$ cat config.mk
export PLATFORM = sky130hd
export DESIGN_NAME = branch_link
export DESIGN_NICKNAME = d
export VERILOG_FILES = /design/src/rtl/brq_pkg.sv /design/src/rtl/outcome_fifo.sv /design/src/rtl/deadlock_watch.sv /design/src/rtl/branch_link.sv
export SDC_FILE = /design/constraint.sdc
export NUM_CORES = 1
export LEC_CHECK = 0
export ABC_AREA = 1
export BUFFER_PORTS_ARGS = -buffer_cell sky130_fd_sc_hd__buf_2
export CAP_MARGIN = 20
export CORE_ASPECT_RATIO = 0.75
export CORE_UTILIZATION = 40
export CTS_BUF_LIST = sky130_fd_sc_hd__clkbuf_8 sky130_fd_sc_hd__clkbuf_16
export CTS_CLUSTER_DIAMETER = 120
export DETAILED_ROUTE_END_ITERATION = 10
export SLEW_MARGIN = 10
export SYNTH_ARGS = -nofsm -noshare
export SYNTH_HDL_FRONTEND = slang
export SYNTH_HIERARCHICAL = 1
export SYNTH_SLANG_ARGS = --single-unit
$ cat constraint.sdc
create_clock -name clk -period 2.32 [get_ports clk]
set_input_delay 0.696 -clock clk [delete_from_list [all_inputs] [get_ports clk]]
set_output_delay 0.696 -clock clk [all_outputs]
set_load 0.05 [all_outputs]
$ cat src/rtl/brq_pkg.sv
package brq_pkg;
  // Circular pointer advance for a buffer of `depth` slots.
  function automatic int unsigned wrap_inc(input int unsigned p, input int unsigned depth);
    return (p + 1 >= depth) ? 0 : p + 1;
  endfunction

  // Stall reasons of one stream folded into one bit.
  function automatic logic stream_stalled(input logic data_stall,
                                          input logic send_req, input logic out_full,
                                          input logic take_req, input logic in_empty);
    return data_stall | (send_req & out_full) | (take_req & in_empty);
  endfunction
endpackage

$ cat src/rtl/outcome_fifo.sv
module outcome_fifo #(
  parameter int DEPTH = 4
) (
  input  logic clk,
  input  logic rst_n,
  input  logic push,
  input  logic push_bit,
  input  logic pop,
  output logic full,
  output logic empty,
  output logic head
);
  localparam int AW = (DEPTH > 1) ? $clog2(DEPTH) : 1;
  localparam int CW = $clog2(DEPTH + 1);

  logic [DEPTH-1:0] slots;
  logic [AW-1:0]    wr_ptr, rd_ptr;
  logic [CW-1:0]    fill;
  logic             push_acc, pop_acc;

  assign full     = (fill == CW'(DEPTH));
  assign empty    = (fill == '0);
  assign head     = slots[rd_ptr];
  assign push_acc = push & ~full;
  assign pop_acc  = pop & ~empty;

  always_ff @(posedge clk) begin
    if (!rst_n) begin
      wr_ptr <= '0;
      rd_ptr <= '0;
      fill   <= '0;
      slots  <= '0;
    end else begin
      if (push_acc) begin
        slots[wr_ptr] <= push_bit;
        wr_ptr <= AW'(brq_pkg::wrap_inc(32'(wr_ptr), DEPTH));
      end
      if (pop_acc)
        rd_ptr <= AW'(brq_pkg::wrap_inc(32'(rd_ptr), DEPTH));
      if (push_acc && !pop_acc)
        fill <= fill + 1'b1;
      else if (pop_acc && !push_acc)
        fill <= fill - 1'b1;
    end
  end

  // a full FIFO stays full unless a bit leaves
  a_r3_full_holds: assert property (@(posedge clk) disable iff (!rst_n)
    (full && !pop) |=> full);
  // an empty FIFO stays empty unless a bit enters
  a_r4_empty_holds: assert property (@(posedge clk) disable iff (!rst_n)
    (empty && !push) |=> empty);
  // same-edge send and consume keep the fill level
  a_r6_level_kept: assert property (@(posedge clk) disable iff (!rst_n)
    (push && pop && !full && !empty) |=> $stable(fill));
endmodule

$ cat src/rtl/deadlock_watch.sv
module deadlock_watch #(
  parameter int HOLD = 8
) (
  input  logic clk,
  input  logic rst_n,
  input  logic a_stuck,
  input  logic e_stuck,
  output logic flag
);
  localparam int RW = (HOLD > 1) ? $clog2(HOLD) : 1;

  logic          both;
  logic [RW-1:0] run;

  assign both = a_stuck & e_stuck;

  always_ff @(posedge clk) begin
    if (!rst_n) begin
      run  <= '0;
      flag <= 1'b0;
    end else begin
      if (!both)
        run <= '0;
      else if (run != RW'(HOLD - 1))
        run <= run + 1'b1;
      if (both && run == RW'(HOLD - 1))
        flag <= 1'b1;
    end
  end

  // the flag only rises on an edge where both streams were stalled
  a_r7_rise_needs_both: assert property (@(posedge clk) disable iff (!rst_n)
    $rose(flag) |-> $past(both));
  // once raised the flag never drops before reset
  a_r9_sticky: assert property (@(posedge clk) disable iff (!rst_n)
    flag |=> flag);
endmodule

$ cat src/rtl/branch_link.sv
module branch_link #(
  parameter int DEPTH = 4,
  parameter int HOLD  = 8
) (
  input  logic clk,
  input  logic rst_n,
  input  logic a_res_valid,
  input  logic a_res_taken,
  output logic a_res_ready,
  input  logic a_bfq_valid,
  output logic a_bfq_ready,
  output logic a_bfq_taken,
  input  logic a_data_stall,
  input  logic e_res_valid,
  input  logic e_res_taken,
  output logic e_res_ready,
  input  logic e_bfq_valid,
  output logic e_bfq_ready,
  output logic e_bfq_taken,
  input  logic e_data_stall,
  output logic deadlock
);
  logic ae_full, ae_empty, ea_full, ea_empty;
  logic a_stuck, e_stuck;

  // access -> execute outcomes
  outcome_fifo #(.DEPTH(DEPTH)) u_ae (
    .clk(clk), .rst_n(rst_n),
    .push(a_res_valid), .push_bit(a_res_taken), .pop(e_bfq_valid),
    .full(ae_full), .empty(ae_empty), .head(e_bfq_taken));

  // execute -> access outcomes
  outcome_fifo #(.DEPTH(DEPTH)) u_ea (
    .clk(clk), .rst_n(rst_n),
    .push(e_res_valid), .push_bit(e_res_taken), .pop(a_bfq_valid),
    .full(ea_full), .empty(ea_empty), .head(a_bfq_taken));

  assign a_res_ready = ~ae_full;
  assign e_res_ready = ~ea_full;
  assign a_bfq_ready = ~ea_empty;
  assign e_bfq_ready = ~ae_empty;

  assign a_stuck = brq_pkg::stream_stalled(a_data_stall, a_res_valid, ae_full,
                                           a_bfq_valid, ea_empty);
  assign e_stuck = brq_pkg::stream_stalled(e_data_stall, e_res_valid, ea_full,
                                           e_bfq_valid, ae_empty);

  deadlock_watch #(.HOLD(HOLD)) u_watch (
    .clk(clk), .rst_n(rst_n), .a_stuck(a_stuck), .e_stuck(e_stuck), .flag(deadlock));

  // sending toward execute never changes what the access side sees
  a_r5_ea_untouched: assert property (@(posedge clk) disable iff (!rst_n)
    (a_res_valid && !e_res_valid && !a_bfq_valid) |=> $stable(a_bfq_ready));
endmodule

[Word-level counts from Yosys, hierarchy flattened]
Cells that the tools add are included.
Word-level totals
  flip-flop bits (word level): 26
  input bits: 10
  word-level logic and storage cells: 84
  output and inout port bits: 7
Cells by class
  muxes and demuxes: 18
  order comparisons: 10
  reduce and logical (&&, ||, !) cells: 16
  bitwise gates (word level): 17
  eq/ne operators: 4
  add/subtract/negate cells: 9
Operators by type and width (count)
  $add 2x1->3 const B: 4
  $ge 3x3->1 const B: 4
  $lt 2x3->1 const B: 4
  $mux 3: 4
  $add 3x1->3 const B: 3
  $and 1x1->1: 9
  $eq 3x3->1 const B: 3
  $bwmux 4: 2
  $mux 2: 4
  $logic_and 1x1->1: 7
  $logic_not 3->1: 2
  $sub 3x1->3 const B: 2
  $bmux 1 s2: 2
  $demux 1 s2: 2
  $ge 2x1->1 const B: 2
  $logic_not 1->1: 4
  $mux 1: 4
  $not 1->1: 4
  $or 1x1->1: 4
  $reduce_bool 2->1: 2
  $ne 3x3->1 const B: 1
  $reduce_and 2->1: 1

[Depth between registers and ports, before layout]
Gate-level depths: netlist of run 1.
  word-level depth: 7
  depth in mapped cells: 13
  gate-level depth less buffers: 13

[By module]
The synthesis of run 1 kept the hierarchy.
By module, submodules not included
  outcome_fifo (u_ae): instances 1, area an instance 673.1 um^2, sequential area each 220.2 um^2, cells each 96
  outcome_fifo (u_ea): instances 1, area an instance 670.6 um^2, sequential area each 220.2 um^2, cells each 96
  deadlock_watch: instances 1, area an instance 173.9 um^2, sequential area each 80.1 um^2, cells each 22
  branch_link: instances 1, area an instance 57.6 um^2, sequential area each 0.0 um^2, cells each 12

[Least setup slack after synthesis of run 1]
No wires, ideal clock.
  path type: reg2out
  start point: register u_ea.rd_ptr[0]
  end point: output a_bfq_taken
  arrival: 1.560 ns
  path slack: 0.064 ns
  cell stages (with the launch flop): 3
  required time: 1.624 ns
  buffers on the path: 0
  cell sequence: dfxtp_1 -> o21ai_0 -> o21ai_0
On the way
  cells in the longest elaborated chain, start to end: 2
RTL lines
  from (decl): RTL line outcome_fifo.sv:17  | logic [AW-1:0] wr_ptr, rd_ptr;
  from (signal assigned): RTL line outcome_fifo.sv:39  | rd_ptr <= AW'(brq_pkg::wrap_inc(32'(rd_ptr), DEPTH));
  $bmux 1 s2: RTL line outcome_fifo.sv:23  | assign head = slots[rd_ptr];
  $mux 1 (implied by the code): RTL line outcome_fifo.sv:23
  to (decl): RTL line branch_link.sv:12  | output logic a_bfq_taken,
Every way passes these cells. The select of a mux whose other input is x is not followed.

[Worst setup path after layout of run 1]
  start point: register u_ae.fill[0]
  end point: output e_bfq_ready
On the way
  cells in the longest elaborated chain, start to end: 2
RTL lines
  from (decl): RTL line outcome_fifo.sv:18  | logic [CW-1:0] fill;
  from (signal assigned): RTL line outcome_fifo.sv:41  | fill <= fill + 1'b1;
  from (signal assigned): RTL line outcome_fifo.sv:43  | fill <= fill - 1'b1;
  $logic_not 3->1: RTL line outcome_fifo.sv:22  | assign empty = (fill == '0);
  net ae_empty: RTL line branch_link.sv:23  | logic ae_full, ae_empty, ea_full, ea_empty;
  $not 1->1: RTL line branch_link.sv:41  | assign e_bfq_ready = ~ae_empty;
  to (decl): RTL line branch_link.sv:18  | output logic e_bfq_ready,
The timed path passes the listed nets, and every way through them passes these cells.

==> results.sh, run 1 <==
export IMPL_crit_family="flip-flops"
export IMPL_switchingPower_uw=934
export IMPL_die_h_um=56.3
export IMPL_cts_hold_buffers=0
export IMPL_syn_nets=252
export IMPL_wl_mm=2.83
export IMPL_grt_pass1_wl_mm=5.04
export IMPL_final_min_clock_period_ns=1.98
export IMPL_grt_pass1_vias=1178
export IMPL_dp_hpwl_mm=2.20
export IMPL_fmax_mhz=506
export IMPL_cts_clk_slew_worst_paths_ns=0.09
export IMPL_p_int_mw=1.11
export IMPL_path_class="reg2out"
export IMPL_drt_initial_drc_count=67
export IMPL_path_buf_inv=3
export IMPL_fin_nets=271
export IMPL_grt_start_max_net_pins=23
export IMPL_final_cells=296
export IMPL_core_mm2=0.00371
export IMPL_cts_resized=0
export IMPL_cp_required_ns=1.62
export IMPL_worst_slew_pin_slew_ns=0.379
export IMPL_postRouteAntennaNets=0
export IMPL_die_area_mm2=0.00420
export IMPL_power_mw=2.04
export IMPL_post_drt_wl_per_cell_um=9.57
export IMPL_clk_insertion_delay_late_ns=0.27
export IMPL_io_pins=17
export IMPL_drive_gt1_frac=0.156
export IMPL_min_path_type="reg2reg"
export IMPL_whs_ns=0.452
export IMPL_fin_crit_sh=0.851
export IMPL_worstPathArrival_ns=1.28
export IMPL_cts_root_buf="clkbuf_8"
export IMPL_synth_distinct_cells=18
export IMPL_drc=0
export IMPL_initial_core_util=0.425
export IMPL_final_hold_viol_count=0
export IMPL_post_cts_buffers=0
export IMPL_syn_cell_area_mm2=0.00158
export IMPL_powerDensity_mw_per_mm2=1140
export IMPL_fp_dieW_um=74.5
export IMPL_cts_buffers=3
export IMPL_cts_tree="built"
export IMPL_cp_start_kind="flip-flop"
export IMPL_maxSlewHeadroom=0.748
export IMPL_clkPwrFrac=0.180
export IMPL_clock_path_buffers=2
export IMPL_fin_util=0.482
export IMPL_place_ws_ns=0.302
export IMPL_drv_cap=0
export IMPL_drt_vias_per_instance=4.42
export IMPL_grt_use_total=0.156
export IMPL_place_gp_congestion=0.814
export IMPL_ys_seq_area_frac=0.330
export IMPL_setup_tns_ns=0
export IMPL_diodes=0
export IMPL_seqPwrFrac=0.329
export IMPL_cpPeakStageDelay_ns=0.44
export IMPL_setup_ws_ns=0.345
export IMPL_netlist_instances=226
export IMPL_placed_area_mm2=0.00172
export IMPL_yosysWarnings=6
export IMPL_final_area_mm2=0.00179
export IMPL_cts_sinks=26
export IMPL_dr_total_vias=1308
export IMPL_setup_viol=0
export IMPL_slew_violations=0
export IMPL_first_pass_iters=4
export IMPL_crit_path_frequent_cell="inv_1"
export IMPL_cpMaxStageDelayCell="dfxtp_1"
export IMPL_leakage_nw=0.920
export IMPL_fin_skew_ns=0.00587
export IMPL_rows=19
export IMPL_avgSynthCellArea_um2=6.97
export IMPL_io_buffers=16
export IMPL_grt_ovfl_total=0
export IMPL_htreeDepth=1
export IMPL_ys_ff_latch=26
export IMPL_rsz0062_at_grt="false"
export IMPL_irDropWorstVdd_uv=452
export IMPL_worstPathCellList="nor2_4 > nand2_2 > inv_1 > inv_1 > buf_2"
export IMPL_antenna_found_initial=0
export IMPL_p_sw_frac=0.458
export IMPL_syn_to_final_growth_pct=13.4
export IMPL_p_comb_frac=0.491
export IMPL_placed_cells=292
export IMPL_worst_setup_path_end_kind="primary output"
export IMPL_cp_max_fo=4
export IMPL_status="finished, final reports clean"
## cell families (layout without fill, tap and decap cells)
logic type | Yosys count | count (layout) | synth area share
and+or+nand+nor | 109 | 109 | 0.330
adders and majority gates | 16 | 16 | 0.137
AOI/OAI and AO/OA | 22 | 22 | 0.0699
buffers and inverters | 52 | 70 | 0.127
xor gates and xnor gates | 1 | 1 | 0.00556
DFF | 26 | 26 | 0.330
## cell usage in the layout, fill, tap and decap left out
| cell type | n |
|---|---|
| ha_1 | 14 |
| nand3_2 | 2 |
| nor2_1 | 31 |
| fa_1 | 2 |
| xor2_1 | 1 |
| nand2_4 | 4 |
| nor2_2 | 1 |
| o21ai_0 | 13 |
| nor2_4 | 2 |
| a21oi_1 | 9 |
| inv_1 | 45 |
| nand3_1 | 15 |
| buf_4 | 2 |
| dfxtp_1 | 26 |
| buf_2 | 16 |
| inv_2 | 3 |
| bufinv_16 | 1 |
| nand4_1 | 9 |
| nand2_1 | 41 |
| clkbuf_8 | 3 |
| nand2_2 | 4 |
## synthesized netlist by cell type (all sizes together)
cell   number  area, um^2
nand3      17        95.1
ha         14         175
nand2      49         224
o21ai      13        65.1
inv        48         180
fa          2        40.0
xor2        1        8.76
buf         4        20.0
nand4       9        56.3
dfxtp      26         521
nor2       34         145
a21oi       9        45.0
## metal layers
metal,track usage,share of wire,vias to the layer above,wire (um)
met1,0.231,0.58,548,1630
met4,0.0243,0.0067,0,19
li1,-,-,736,-
met3,0.0431,0.044,2,124
met2,0.227,0.37,22,1060
met5,0,0,-,0
## sequential cells by signal (all words and copies together), names as in the netlist
signal        flops
u_ea/slots        4
u_ae/slots        4
u_ae/wr_ptr       2
u_watch/flag      1
u_ae/rd_ptr       2
u_watch/run       3
u_ea/wr_ptr       2
u_ea/rd_ptr       2
u_ea/fill         3
u_ae/fill         3
## cell type report
cell class,instances,area [um^2]
inverters,48,180
well taps,52,65.1
flip-flops and latches,26,520
fillers,387,1920
clock inverters,1,30.0
repair buffers,18,95.1
clock buffers,3,41.3
multi-input cells,148,855
## power by group through the flow
stage	Combinational [mW]	Sequential [mW]	Clock (mW)
after floorplan	0.817	0.660	0
after global placement	0.991	0.684	0
after detailed placement	0.996	0.681	0
after CTS	1.01	0.672	0.379
after global routing	1.15	0.690	0.394
final	1.00	0.671	0.368
## worst min-delay path, stage by stage (launching register included)
cell     delay (ns)
dfxtp_1        0.32
nand2_1        0.05
nand2_1        0.04
## worst paths after layout
kind | start | end | cells past startpoint | slack (ns)
worst max-delay path | u_ae/fill[0] | e_bfq_ready | 5 | 0.34
worst min register to register | u_watch/flag | u_watch/flag | 2 | 0.45
worst min-delay path | u_watch/flag | u_watch/flag | 2 | 0.45
worst max register to register | u_ae/fill[0] | u_ae/fill[2] | 13 | 0.43
Note: power is estimated with default switching activity, not from simulation.
==> inputs of run 2 (changes only) <==
--- a/config.mk
+++ b/config.mk
@@ -13,6 +13,7 @@
 export CTS_BUF_LIST = sky130_fd_sc_hd__clkbuf_8 sky130_fd_sc_hd__clkbuf_16
 export CTS_CLUSTER_DIAMETER = 120
 export DETAILED_ROUTE_END_ITERATION = 10
+export REMOVE_ABC_BUFFERS = 1
 export SLEW_MARGIN = 10
 export SYNTH_ARGS = -nofsm -noshare
 export SYNTH_HDL_FRONTEND = slang
==> results.sh, run 2 (synthesis results as in run 1) <==
export IMPL_status="finished, final reports clean"
export IMPL_syn_to_final_growth_pct=12.9
export IMPL_drc=0
export IMPL_setup_viol=0
export IMPL_placed_area_mm2=0.00171
export IMPL_met2_usage=0.206
export IMPL_cts_root_buf="clkbuf_8"
export IMPL_antenna_found_initial=0
export IMPL_cts_sinks=26
export IMPL_final_cells=295
export IMPL_slew_violations=0
export IMPL_gr_usage_met1=0.215
export IMPL_final_area_mm2=0.00178
export IMPL_htreeDepth=1
export IMPL_gr_usage_met3=0.0377
export IMPL_dr_total_vias=1323
export IMPL_seqCellArea_um2=520
export IMPL_grt_pass1_vias=1076
export IMPL_fillCellCount=412
export IMPL_final_hold_viol_count=0
export IMPL_startpoint="u_ae/fill[0]"
export IMPL_multi_input_area_um2=855
export IMPL_reg2reg_from="u_ae/fill[0]"
export IMPL_post_cts_buffers=0
export IMPL_maxSlewHeadroom=0.754
export IMPL_grt_start_max_net_pins=23
export IMPL_drv_cap=0
export IMPL_grt_pass1_wl_mm=4.70
export IMPL_final_min_clock_period_ns=1.99
export IMPL_rrSetupSlack_ns=0.42
export IMPL_rsz0062_at_grt="false"
export IMPL_largestRegisters="u_ae/slots: 4 flops, u_ea/slots: 4 flops"
export IMPL_worstSetupEndpoint="a_res_ready"
export IMPL_path_class="reg2out"
export IMPL_worst_setup_path_end_kind="primary output"
export IMPL_dp_hpwl_mm=2.14
export IMPL_initial_core_util=0.425
export IMPL_drive_gt1_frac=0.152
export IMPL_setup_tns_ns=0
export IMPL_worstPathArrival_ns=1.30
export IMPL_fin_nets=270
export IMPL_grt_use_total=0.146
export IMPL_place_gp_congestion=0.705
export IMPL_drt_initial_drc_count=81
export IMPL_postRouteAntennaNets=0
export IMPL_io_buffers=16
export IMPL_cts_tree="built"
export IMPL_cts_hold_buffers=0
export IMPL_cp_start_kind="flip-flop"
export IMPL_fmax_mhz=502
export IMPL_min_path_type="reg2reg"
export IMPL_fin_skew_ns=0.00624
export IMPL_cp_max_fo=10
export IMPL_final_cell_mix="inv_1, nand2_1, nor2_1"
export IMPL_first_pass_iters=5
export IMPL_core_mm2=0.00371
export IMPL_die_h_um=56.3
export IMPL_drt_vias_per_instance=4.48
export IMPL_powerDensity_mw_per_mm2=1150
export IMPL_cts_clk_slew_worst_paths_ns=0.09
export IMPL_wl_mm=2.82
export IMPL_irDropWorstVdd_uv=435
export IMPL_worst_slew_pin_slew_ns=0.369
export IMPL_cts_resized=0
export IMPL_setup_ws_ns=0.326
export IMPL_placed_cells=291
export IMPL_fp_dieW_um=74.5
export IMPL_cts_buffers=3
export IMPL_diodes=0
export IMPL_grt_ovfl_total=0
export IMPL_place_ws_ns=0.225
export IMPL_grt_busiest_layer="met1"
export IMPL_clock_path_buffers=2
export IMPL_cp_required_ns=1.62
export IMPL_fin_crit_sh=0.859
export IMPL_rows=19
export IMPL_leakage_nw=0.915
export IMPL_post_drt_wl_per_cell_um=9.57
export IMPL_io_pins=17
export IMPL_clk_insertion_delay_late_ns=0.27
export IMPL_reg2regPathDepth=13
export IMPL_r2r_end="u_ae/fill[2]"
export IMPL_final_common_cell="inv_1"
export IMPL_fin_util=0.480
export IMPL_die_area_mm2=0.00420
## run 2: power by group
group / leakage [nW] / switching [mW] / internal, mW / total (mW)
clock: 0.0357 / 0.148 / 0.231 / 0.379
combinational: 0.666 / 0.670 / 0.323 / 0.992
sequential: 0.214 / 0.117 / 0.551 / 0.669
## run 2: through the flow
step           power (mW)  hold slack [ns]
2_1_floorplan        1.47            0.449
3_3_place_gp         1.67            0.430
3_5_place_dp         1.67            0.435
4_1_cts              2.05            0.449
5_1_grt              2.22            0.466
6_report             2.04            0.443
## run 2: critical path, cell delays in order, from the launching register on
cell     delay (ns)
dfxtp_1        0.46
nor2_4         0.08
nand2_4        0.12
inv_1          0.08
inv_1          0.05
buf_2          0.25
## run 2: layer usage
metal	share of wire	up-vias
met1	0.55	567
met4	0.010	0
li1	-	729
met3	0.033	2
met5	0	-
met2	0.41	25
## run 2: layout make-up
class,instances,share of cell area
clock inverter,1,0.0169
tap,52,0.0366
timing repair buffer,17,0.0492
sequential,26,0.293
inverter,48,0.101
multi-input combinational,148,0.480
clock buffer,3,0.0232
## run 2: how the worst min path moves through the flow
stage	start	end	slack [ns]	depth (start not counted)
2_1_floorplan	u_watch/run[1]	u_watch/run[1]	0.45	2
3_3_place_gp	u_watch/flag	u_watch/flag	0.43	2
3_5_place_dp	u_watch/flag	u_watch/flag	0.44	2
4_1_cts	u_watch/flag	u_watch/flag	0.45	2
5_1_grt	u_watch/flag	u_watch/flag	0.47	2
6_report	u_watch/flag	u_watch/flag	0.44	2
